--- config.mk ---
export PLATFORM = sky130hd
export DESIGN_NAME = audio_delay_ctrl
export DESIGN_NICKNAME = d
export VERILOG_FILES = /design/src/rtl/adly_pkg.sv /design/src/rtl/adly_addr_calc.sv /design/src/rtl/adly_spi_engine.sv /design/src/rtl/audio_delay_ctrl.sv
export SDC_FILE = /design/constraint.sdc
export NUM_CORES = 1
export LEC_CHECK = 0
export BUFFER_PORTS_ARGS = -buffer_cell sky130_fd_sc_hd__buf_2
export CORE_UTILIZATION = 25
export CTS_CLUSTER_SIZE = 10
export DETAILED_ROUTE_END_ITERATION = 16
export PLACE_DENSITY = 0.37
export SLEW_MARGIN = 20
export SYNTH_ARGS = -nofsm -noshare
export SYNTH_HDL_FRONTEND = slang
export SYNTH_SLANG_ARGS = --single-unit
export TNS_END_PERCENT = 50
--- constraint.sdc ---
create_clock -name clk -period 7.4 [get_ports clk]
set_clock_uncertainty 0.15 [all_clocks]
set_input_delay 0 -clock clk [delete_from_list [all_inputs] [get_ports clk]]
set_output_delay 0 -clock clk [all_outputs]
set_load 0.05 [all_outputs]
--- src/rtl/adly_pkg.sv ---
`timescale 1ns/1ps
package adly_pkg;
    typedef enum logic [1:0] {S_CFG, S_IDLE, S_WRITE, S_READ} ctl_state_t;
    typedef enum logic [1:0] {E_IDLE, E_RISE, E_FALL} eng_state_t;
    localparam logic [7:0] OP_WRITE = 8'h02;
    localparam logic [7:0] OP_READ  = 8'h03;
    localparam int         ADDR_FIELD_W = 16;
endpackage

--- src/rtl/adly_addr_calc.sv ---
`timescale 1ns/1ps
module adly_addr_calc #(
    parameter int CHIP_AW = 15
) (
    input  logic [CHIP_AW:0]   wptr,
    input  logic [7:0]         delay_code,
    input  logic [2:0]         range_code,
    input  logic               two_ram,
    output logic [CHIP_AW:0]   offset,
    output logic [CHIP_AW+1:0] fs_len,
    output logic [CHIP_AW:0]   raddr
);
    localparam int PTR_W = CHIP_AW + 1;
    localparam int LW    = PTR_W + 1;

    logic [LW-1:0]    buf_len;
    logic [LW+7:0]    prod;
    logic [PTR_W-1:0] mask;
    logic [8:0]       unused_prod;

    always_comb begin
        buf_len = two_ram ? (LW'(1) << PTR_W) : (LW'(1) << CHIP_AW);
        mask    = two_ram ? {PTR_W{1'b1}} : {1'b0, {CHIP_AW{1'b1}}};
        fs_len  = buf_len >> (3'd7 - range_code);
        prod    = (LW+8)'(delay_code) * (LW+8)'(fs_len);
        offset  = prod[PTR_W+7:8];
        raddr   = (wptr - offset) & mask;
    end

    assign unused_prod = {prod[LW+7], prod[7:0]};
endmodule

--- src/rtl/adly_spi_engine.sv ---
`timescale 1ns/1ps
module adly_spi_engine
    import adly_pkg::*;
#(
    parameter int FRAME_W = 32
) (
    input  logic               clk,
    input  logic               rst_n,
    input  logic               start,
    input  logic [FRAME_W-1:0] frame,
    input  logic               miso,
    output logic               sclk,
    output logic               mosi,
    output logic               active,
    output logic               done,
    output logic [7:0]         rx_byte
);
    localparam int CW = $clog2(FRAME_W);

    eng_state_t         state_q, state_d;
    logic [CW-1:0]      cnt_q;
    logic [FRAME_W-1:0] tx_q;
    logic               last_bit;

    assign last_bit = (cnt_q == CW'(FRAME_W - 1));
    assign mosi     = tx_q[FRAME_W-1];

    always_ff @(posedge clk or negedge rst_n) begin
        if (!rst_n) state_q <= E_IDLE;
        else        state_q <= state_d;
    end

    always_comb begin
        state_d = state_q;
        unique case (state_q)
            E_IDLE:  if (start) state_d = E_RISE;
            E_RISE:  state_d = E_FALL;
            E_FALL:  state_d = last_bit ? E_IDLE : E_RISE;
            default: state_d = E_IDLE;
        endcase
    end

    always_ff @(posedge clk or negedge rst_n) begin
        if (!rst_n) begin
            cnt_q   <= '0;
            tx_q    <= '0;
            rx_byte <= '0;
            sclk    <= 1'b0;
            active  <= 1'b0;
            done    <= 1'b0;
        end else begin
            done <= 1'b0;
            unique case (state_q)
                E_IDLE: if (start) begin
                    tx_q   <= frame;
                    cnt_q  <= '0;
                    active <= 1'b1;
                end
                E_RISE: begin
                    sclk    <= 1'b1;
                    rx_byte <= {rx_byte[6:0], miso};
                end
                E_FALL: begin
                    sclk <= 1'b0;
                    if (last_bit) begin
                        active <= 1'b0;
                        done   <= 1'b1;
                    end else begin
                        tx_q  <= tx_q << 1;
                        cnt_q <= cnt_q + 1'b1;
                    end
                end
                default: ;
            endcase
        end
    end


    sclk_in_frame_chk: assert property (@(posedge clk) disable iff (!rst_n)
        sclk |-> active);


    done_after_fall_chk: assert property (@(posedge clk) disable iff (!rst_n)
        done |-> (!active && !sclk));
endmodule

--- src/rtl/audio_delay_ctrl.sv ---
`timescale 1ns/1ps
module audio_delay_ctrl
    import adly_pkg::*;
#(
    parameter int CHIP_AW = 15
) (
    input  logic       clk,
    input  logic       rst_n,
    input  logic [9:0] adc_word,
    input  logic [7:0] delay_code,
    input  logic [2:0] range_code,
    input  logic       rate_fast,
    input  logic       tick_slow,
    input  logic       tick_fast,
    input  logic       ram_cnt_strap,
    input  logic       spi_miso,
    output logic       spi_sclk,
    output logic       spi_mosi,
    output logic       ram1_cs_n,
    output logic       ram2_cs_n,
    output logic [7:0] out_sample,
    output logic       out_valid
);
    localparam int PTR_W   = CHIP_AW + 1;
    localparam int FRAME_W = 16 + ADDR_FIELD_W;
    localparam int PAD_W   = ADDR_FIELD_W - CHIP_AW;

    ctl_state_t         state_q, state_d;
    logic               two_ram_q, sel2_q;
    logic [PTR_W-1:0]   wptr_q, raddr_q, raddr_calc, offset, ptr_mask;
    logic [PTR_W:0]     fs_len;
    logic               tick_sel, eng_start, eng_active, eng_done;
    logic [FRAME_W-1:0] frame;
    logic [7:0]         eng_rx;
    logic [1:0]         unused_lsb;

    assign unused_lsb = adc_word[1:0];
    assign tick_sel   = rate_fast ? tick_fast : tick_slow;
    assign ptr_mask   = two_ram_q ? {PTR_W{1'b1}} : {1'b0, {CHIP_AW{1'b1}}};

    adly_addr_calc #(.CHIP_AW(CHIP_AW)) u_addr (
        .wptr       (wptr_q),
        .delay_code (delay_code),
        .range_code (range_code),
        .two_ram    (two_ram_q),
        .offset     (offset),
        .fs_len     (fs_len),
        .raddr      (raddr_calc)
    );

    always_comb begin
        eng_start = 1'b0;
        frame     = {OP_READ, {PAD_W{1'b0}}, raddr_q[CHIP_AW-1:0], 8'h00};
        if (state_q == S_IDLE) begin
            eng_start = tick_sel;
            frame     = {OP_WRITE, {PAD_W{1'b0}}, wptr_q[CHIP_AW-1:0], adc_word[9:2]};
        end else if (state_q == S_WRITE) begin
            eng_start = eng_done;
        end
    end

    adly_spi_engine #(.FRAME_W(FRAME_W)) u_eng (
        .clk     (clk),
        .rst_n   (rst_n),
        .start   (eng_start),
        .frame   (frame),
        .miso    (spi_miso),
        .sclk    (spi_sclk),
        .mosi    (spi_mosi),
        .active  (eng_active),
        .done    (eng_done),
        .rx_byte (eng_rx)
    );

    assign ram1_cs_n = !(eng_active && !sel2_q);
    assign ram2_cs_n = !(eng_active && sel2_q);

    always_ff @(posedge clk or negedge rst_n) begin
        if (!rst_n) state_q <= S_CFG;
        else        state_q <= state_d;
    end

    always_comb begin
        state_d = state_q;
        unique case (state_q)
            S_CFG:   state_d = S_IDLE;
            S_IDLE:  if (tick_sel) state_d = S_WRITE;
            S_WRITE: if (eng_done) state_d = S_READ;
            S_READ:  if (eng_done) state_d = S_IDLE;
        endcase
    end

    always_ff @(posedge clk or negedge rst_n) begin
        if (!rst_n) begin
            two_ram_q  <= 1'b0;
            sel2_q     <= 1'b0;
            wptr_q     <= '0;
            raddr_q    <= '0;
            out_sample <= '0;
            out_valid  <= 1'b0;
        end else begin
            out_valid <= 1'b0;
            unique case (state_q)
                S_CFG: two_ram_q <= ram_cnt_strap;
                S_IDLE: if (tick_sel) begin
                    sel2_q  <= wptr_q[CHIP_AW];
                    raddr_q <= raddr_calc;
                end
                S_WRITE: if (eng_done) sel2_q <= raddr_q[CHIP_AW];
                S_READ: if (eng_done) begin
                    out_sample <= eng_rx;
                    out_valid  <= 1'b1;
                    wptr_q     <= (wptr_q + 1'b1) & ptr_mask;
                end
            endcase
        end
    end


    idle_bus_quiet_chk: assert property (@(posedge clk) disable iff (!rst_n)
        (state_q == S_IDLE) |-> (ram1_cs_n && ram2_cs_n));


    wptr_step_chk: assert property (@(posedge clk) disable iff (!rst_n)
        out_valid |-> (wptr_q == (($past(wptr_q) + 1'b1) & ptr_mask)));


    single_chip_chk: assert property (@(posedge clk) disable iff (!rst_n)
        (!two_ram_q && state_q != S_CFG) |-> ram2_cs_n);


    offset_in_range_chk: assert property (@(posedge clk) disable iff (!rst_n)
        (state_q != S_CFG) |-> ({1'b0, offset} < fs_len));


    valid_pulse_chk: assert property (@(posedge clk) disable iff (!rst_n)
        out_valid |=> !out_valid);
endmodule

==> After elaboration in Yosys (flattened, before gate mapping) <==
Cells that the tools add are included.
{ "word_totals": {"ff_bits": 95, "in_bits": 28} }
{ "op_classes": {"add_sub_neg": 4, "mul": 1, "n_eq_ne": 12, "shift": 1, "mux": 30, "bitwise_logic": 2, "reduce_logical": 16} }
{ "op_table": {"columns": ["op", "count"], "rows": [
  ["$mux W32", 2],
  ["$pmux W32 S2", 1],
  ["$and A16 B16 Y16", 2],
  ["$mux W25", 1],
  ["$mul A8 B17 Y24", 1],
  ["$mux W17", 1],
  ["$shr A17 B3 Y17", 1],
  ["$add A16 B1 Y16 const B", 1],
  ["$mux W16", 1],
  ["$sub A16 B16 Y16", 1],
  ["$mux W1", 12],
  ["$reduce_and A3 Y1", 4],
  ["$mux W5", 2],
  ["$pmux W5 S2", 1],
  ["$mux W2", 4],
  ["$pmux W2 S4", 1],
  ["$eq A2 B2 Y1 const B", 3],
  ["$ne A2 B1 Y1 const B", 3],
  ["$ne A2 B2 Y1 const B", 3],
  ["$pmux W1 S2", 3],
  ["$pmux W2 S3", 1],
  ["$reduce_bool A2 Y1", 3],
  ["$add A5 B1 Y5 const B", 1],
  ["$eq A5 B5 Y1 const B", 1],
  ["other kinds (6)", 12]
]} }

==> Logic depth before layout (Yosys ltp) <==
{ "depth": {"ltp_word": 5, "ltp_mapped": 27, "depth_no_buf": 27} }

==> Cells and area by module <==
A second synthesis with hierarchy kept.
{ "unflattened": {"hier_cells": 763, "hier_area_um2": 8117.8} }
{ "by_module_without_submodules": {"columns": ["mod", "n_inst", "cells_per_inst", "area_each_um2", "seq_area_each_um2"], "rows": [
  ["adly_addr_calc", 1, 402, 3235.6, 0.0],
  ["adly_spi_engine", 1, 187, 2702.6, 1251.2],
  ["audio_delay_ctrl", 1, 174, 2179.6, 1126.1]
]} }

==> Worst setup path before layout <==
No wires, ideal clock.
{ "synth_timing": {"path_type": "register -> register", "from": "register two_ram_q", "to": "register raddr_q[15]", "setup_ns": 0.092, "arrival_ns": 5.850, "required_ns": 7.158, "setup_slack_ns": 1.309, "stages_incl_launch_ff": 24, "period_less_slack_ns": 6.091, "path_cell_list": "dfrtp_1 -> inv_1 -> ha_1 -> nor3b_1 -> nand2_1 -> fa_1 -> fa_1 -> inv_1 -> fa_1 -> inv_1 -> fa_1 -> inv_1 -> ha_1 -> o21a_1 -> o21ai_0 -> o311ai_1 -> nor2_1 -> xor2_1 -> ha_1 -> nand2_1 -> or3_2 -> o21ai_0 -> xnor2_1 -> o31ai_2"} }
{ "synth_via": {"elab_chain_cells": 5, "word_cells_on_any_way": 6, "cone_classes": "add/sub: 1; mul: 1; shift: 1; mux: 2; bitwise: 1"} }
{ "synth_rtl": {"columns": ["item", "line_no", "rtl"], "rows": [
  ["from (decl)", "audio_delay_ctrl.sv:29", "logic two_ram_q, sel2_q;"],
  ["from (signal assigned)", "audio_delay_ctrl.sv:104", "S_CFG: two_ram_q <= ram_cnt_strap;"],
  ["$mux W17", "adly_addr_calc.sv:22", "buf_len = two_ram ? (LW'(1) << PTR_W) : (LW'(1) << CHIP_AW);"],
  ["$shr A17 B3 Y17", "adly_addr_calc.sv:24", "fs_len = buf_len >> (3'd7 - range_code);"],
  ["$mul A8 B17 Y24", "adly_addr_calc.sv:25", "prod = (LW+8)'(delay_code) * (LW+8)'(fs_len);"],
  ["$sub A16 B16 Y16", "adly_addr_calc.sv:27", "raddr = (wptr - offset) & mask;"],
  ["$and A16 B16 Y16 (*)", "adly_addr_calc.sv:27", null],
  ["to (signal assigned)", "audio_delay_ctrl.sv:107", "raddr_q <= raddr_calc;"],
  ["to (decl)", "audio_delay_ctrl.sv:30", "logic [PTR_W-1:0] wptr_q, raddr_q, raddr_calc, offset, ptr_mask;"]
]} }
Every way passes the cells marked *; elsewhere a longest branch is shown, timed or not.
A chain may end at the register's enable or synchronous reset.

==> Worst setup path after layout <==
Ends and elaborated chain as after synthesis.

==> flow_summary.ini <==
[outcome]
outcome = finished, final reports clean

[grt]
grt_max_degree = 51
global_route.usage.total_pct = 11.4
grt_pass1_wl_um = 28200
first_global_vias = 5395
grt_overflow_total = 0
number_of_antenna_violations_at_the_first_check_in_global_routing = 0

[worst_setup_path]
worst_setup_path_start_kind = flip-flop
timing.critical_path.buf_inv = 3
cp_slowest_cell = sky130_fd_sc_hd__fa_1
cp_common_cell = sky130_fd_sc_hd__fa_1
worstSetupPathType = reg2reg
timing.critical_path.fanout_max = 8
worstPathRequired_ns = 7.47
crit_path_max_incr_delay_ns = 0.54
path_delay_family = adder cells
worstSetupEndpointType = flip-flop
data_arrival_time_at_the_worst_slack_endpoint_ns = 6.79

[route]
final_antenna_net_count = 0
vias = 5223
route.final.wire_length_um = 16200
route.detailed.wl_per_inst_um = 13.1
drt-initial-drc-count = 149
avgViaCountPerCell = 4.23
drt_first_pass_iters = 4
detail_route.drc_violations = 0

[clock_tree]
htree_levels = 3
tritoncts = yes
postCtsSetupBuffers = 0
path_clk_slew_ns = 0.08
clock_tree.root_cell = sky130_fd_sc_hd__clkbuf_16
largest_buffer_count_on_any_clock_path = 2
clock_latency_ns = 0.35
post_cts_resize_count = 0
cts_inserted_buffers = 9
clkSinkCount = 95

[timing]
final_min_period_ns = 6.72
worst_slew_margin_rel_pct = 33.6
max_freq_mhz = 149
timing.final.setup_violations = 0
fin_hold_ws_ns = 0.0746
worst_max_slew_pin_slew_ns = 0.992
finalSetupTns_ns = 0
final.period_utilization_pct = 90.8
timing_hold_violations_final = 0
final-max-slew-violation-count = 0
rsz0062_at_grt = no

[die]
floorplan.rows = 62
io-pin-count = 41
initial_utilization_pct = 25.6
die_height_um = 174
die_x_um = 174
core_area_um2 = 28900
area_of_the_die_um2 = 30200

[synthesis]
ys_dominant_reg_cell = sky130_fd_sc_hd__dfrtp_1
synth.lib_cells_used.distinct = 59
syn_nets = 939
synth.avg_cell_area_um2 = 9.18
ys_ff_latch = 95
async_reset_ff_share_pct = 100
ys.warnings.count = 0
seq_area_frac_synth_pct = 32.2
synth.cell_area_um2 = 7380
synth-edff-count = 0
netlist_instances = 804

[power_and_ir_drop]
switching_component_of_the_power_mw = 0.344
power.ir.vdd_worst_v = 0.000110
sw_frac_of_total_pct = 28.0
pwrdens_nw_per_um2 = 146
total_power_mw = 1.23
power.share.combinational_pct = 16.9
power.leakage_nw = 4.11
cellInternalPower_mw = 0.885
seqPwrFrac_pct = 42.5
power.clock.fraction_pct = 40.6

[place]
half_perimeter_wire_length_of_the_detailed_placement_result_um = 12400
finalWeightedCongestion = 0.752
placement.io_buffers = 38

[final_layout]
insertedDiodeCount = 0
num-nets-final = 982
flow.area_growth_from_synthesis_pct = 13.9
proportion_of_layout_cells_with_a_drive_suffix_above_1_pct = 11.0

[flow_run]
max_cap_viol_count = 0

[worst_hold_path]
worstHoldPathType = in2async
## routing by layer
layer | wire length (um) | part of all wire, % | track usage [%] | vias up
met4 | 121 | 0.75 | 2.41 | 0
li1 | - | - | - | 2719
met2 | 7280 | 45 | 18.3 | 39
met1 | 8600 | 53 | 16.3 | 2457
met3 | 239 | 1.5 | 1.54 | 8
met5 | 0 | 0 | 0 | -
## layout make-up
| cell class | count | area [um2] |
|---|---|---|
| inverters | 80 | 300 |
| fillers | 3122 | 20400 |
| well taps | 384 | 480 |
| clock inverters | 6 | 75.1 |
| clock buffers | 10 | 239 |
| flip-flops and latches | 95 | 2380 |
| repair buffers | 57 | 363 |
| multi-input cells | 604 | 4570 |
## through the flow
| stage | utilization [%] | setup WS, ns | cells | area (um2) |
|---|---|---|---|---|
| final | 29.1 | 0.679 | 1236 | 8410 |
| after global routing | 29.1 | 0.140 | 1236 | 8410 |
| after CTS | 29.1 | 0.553 | 1236 | 8400 |
| after detailed placement | 27.6 | 0.584 | 1209 | 7980 |
| after global placement | 27.6 | 0.691 | 1209 | 7980 |
| after floorplan | - | 1.31 | 804 | 7380 |
## cell families after synthesis
group,synth area share (%)
adders and majority gates,22.4
muxes,4.24
and+or+nand+nor,18.9
DFF,32.2
AOI/OAI and AO/OA,10.7
buffers and inverters,5.95
xor gates and xnor gates,5.56
## registers in the layout, summed over array words and instances (netlist names), 2 cells and up
| signal | count |
|---|---|
| out_sample | 8 |
| raddr_q | 16 |
| state_q | 2 |
| u_eng.cnt_q | 5 |
| u_eng.rx_byte | 8 |
| u_eng.state_q | 2 |
| u_eng.tx_q | 32 |
| wptr_q | 16 |
## final timing paths
kind	startpoint	end	slack, ns	cells past startpoint
setup / recovery	two_ram_q	raddr_q[15]	0.68	25
max in group asynchronous	rst_n	raddr_q[14]	5.95	3
hold reg to reg	out_sample[6]	out_sample[6]	0.32	2
hold / removal	rst_n	u_eng.tx_q[4]	0.07	2
min in group clk	delay_code[0]	raddr_q[0]	0.07	4
setup reg to reg	two_ram_q	raddr_q[15]	0.68	25
## what timing repair did
| item | in CTS | in global routing |
|---|---|---|
| hold buffers | 11 | 0 |
| setup endpoints to repair | 0 | 0 |
| hold endpoints to repair | 59 | 0 |
## power groups by stage
stage,Clock (mW),Combinational [mW],Sequential [mW]
6_report,0.499,0.207,0.522
5_1_grt,0.539,0.239,0.523
4_1_cts,0.521,0.213,0.522
3_5_place_dp,0,0.207,0.533
3_3_place_gp,0,0.210,0.533
2_1_floorplan,0,0.147,0.532
## synthesized netlist by cell type, types with 18 or more instances
cell type                 number  area share (%)
sky130_fd_sc_hd__nor2_1       47             2.4
sky130_fd_sc_hd__ha_1         65              11
sky130_fd_sc_hd__dfrtp_1      95              32
sky130_fd_sc_hd__xor2_1       18             2.1
sky130_fd_sc_hd__xnor2_1      27             3.2
sky130_fd_sc_hd__nand2_1     130             6.6
sky130_fd_sc_hd__a21oi_1      45             3.1
sky130_fd_sc_hd__fa_1         42              11
sky130_fd_sc_hd__inv_1        80             4.1
sky130_fd_sc_hd__and2_1       53             4.5
sky130_fd_sc_hd__mux2i_1      20             2.7
sky130_fd_sc_hd__o21ai_0      49             3.3
## worst reg2reg max path: stages (launching register included)
cell,delay (ns)
sky130_fd_sc_hd__dfrtp_1,0.41
sky130_fd_sc_hd__inv_1,0.18
sky130_fd_sc_hd__ha_1,0.22
sky130_fd_sc_hd__mux2i_1,0.11
sky130_fd_sc_hd__nor2b_1,0.49
sky130_fd_sc_hd__and2_1,0.23
sky130_fd_sc_hd__fa_1,0.43
sky130_fd_sc_hd__fa_1,0.48
sky130_fd_sc_hd__fa_1,0.54
sky130_fd_sc_hd__inv_1,0.05
sky130_fd_sc_hd__fa_1,0.52
sky130_fd_sc_hd__inv_1,0.04
sky130_fd_sc_hd__ha_1,0.34
sky130_fd_sc_hd__o21a_1,0.14
sky130_fd_sc_hd__o21ai_0,0.10
sky130_fd_sc_hd__o311ai_1,0.43
sky130_fd_sc_hd__nor2_1,0.09
sky130_fd_sc_hd__xor2_1,0.16
sky130_fd_sc_hd__ha_1,0.36
sky130_fd_sc_hd__a21oi_1,0.26
sky130_fd_sc_hd__o21bai_1,0.09
sky130_fd_sc_hd__a21oi_1,0.15
sky130_fd_sc_hd__o31a_1,0.14
sky130_fd_sc_hd__o21ai_0,0.09
sky130_fd_sc_hd__xnor2_1,0.30
sky130_fd_sc_hd__o31ai_2,0.09
## placed cells by master (no fill, tap or decap), drive strengths merged, types with 11 or more instances in the layout
cell type,n
nand2,131
a21oi,46
nand3,15
nor2,47
mux2i,20
dlygate4sd3,11
xnor2,28
dfrtp,95
inv,83
and2,58
buf,46
fa,42
ha,65
xor2,18
o21ai,52
(Power assumes the default switching activity.)
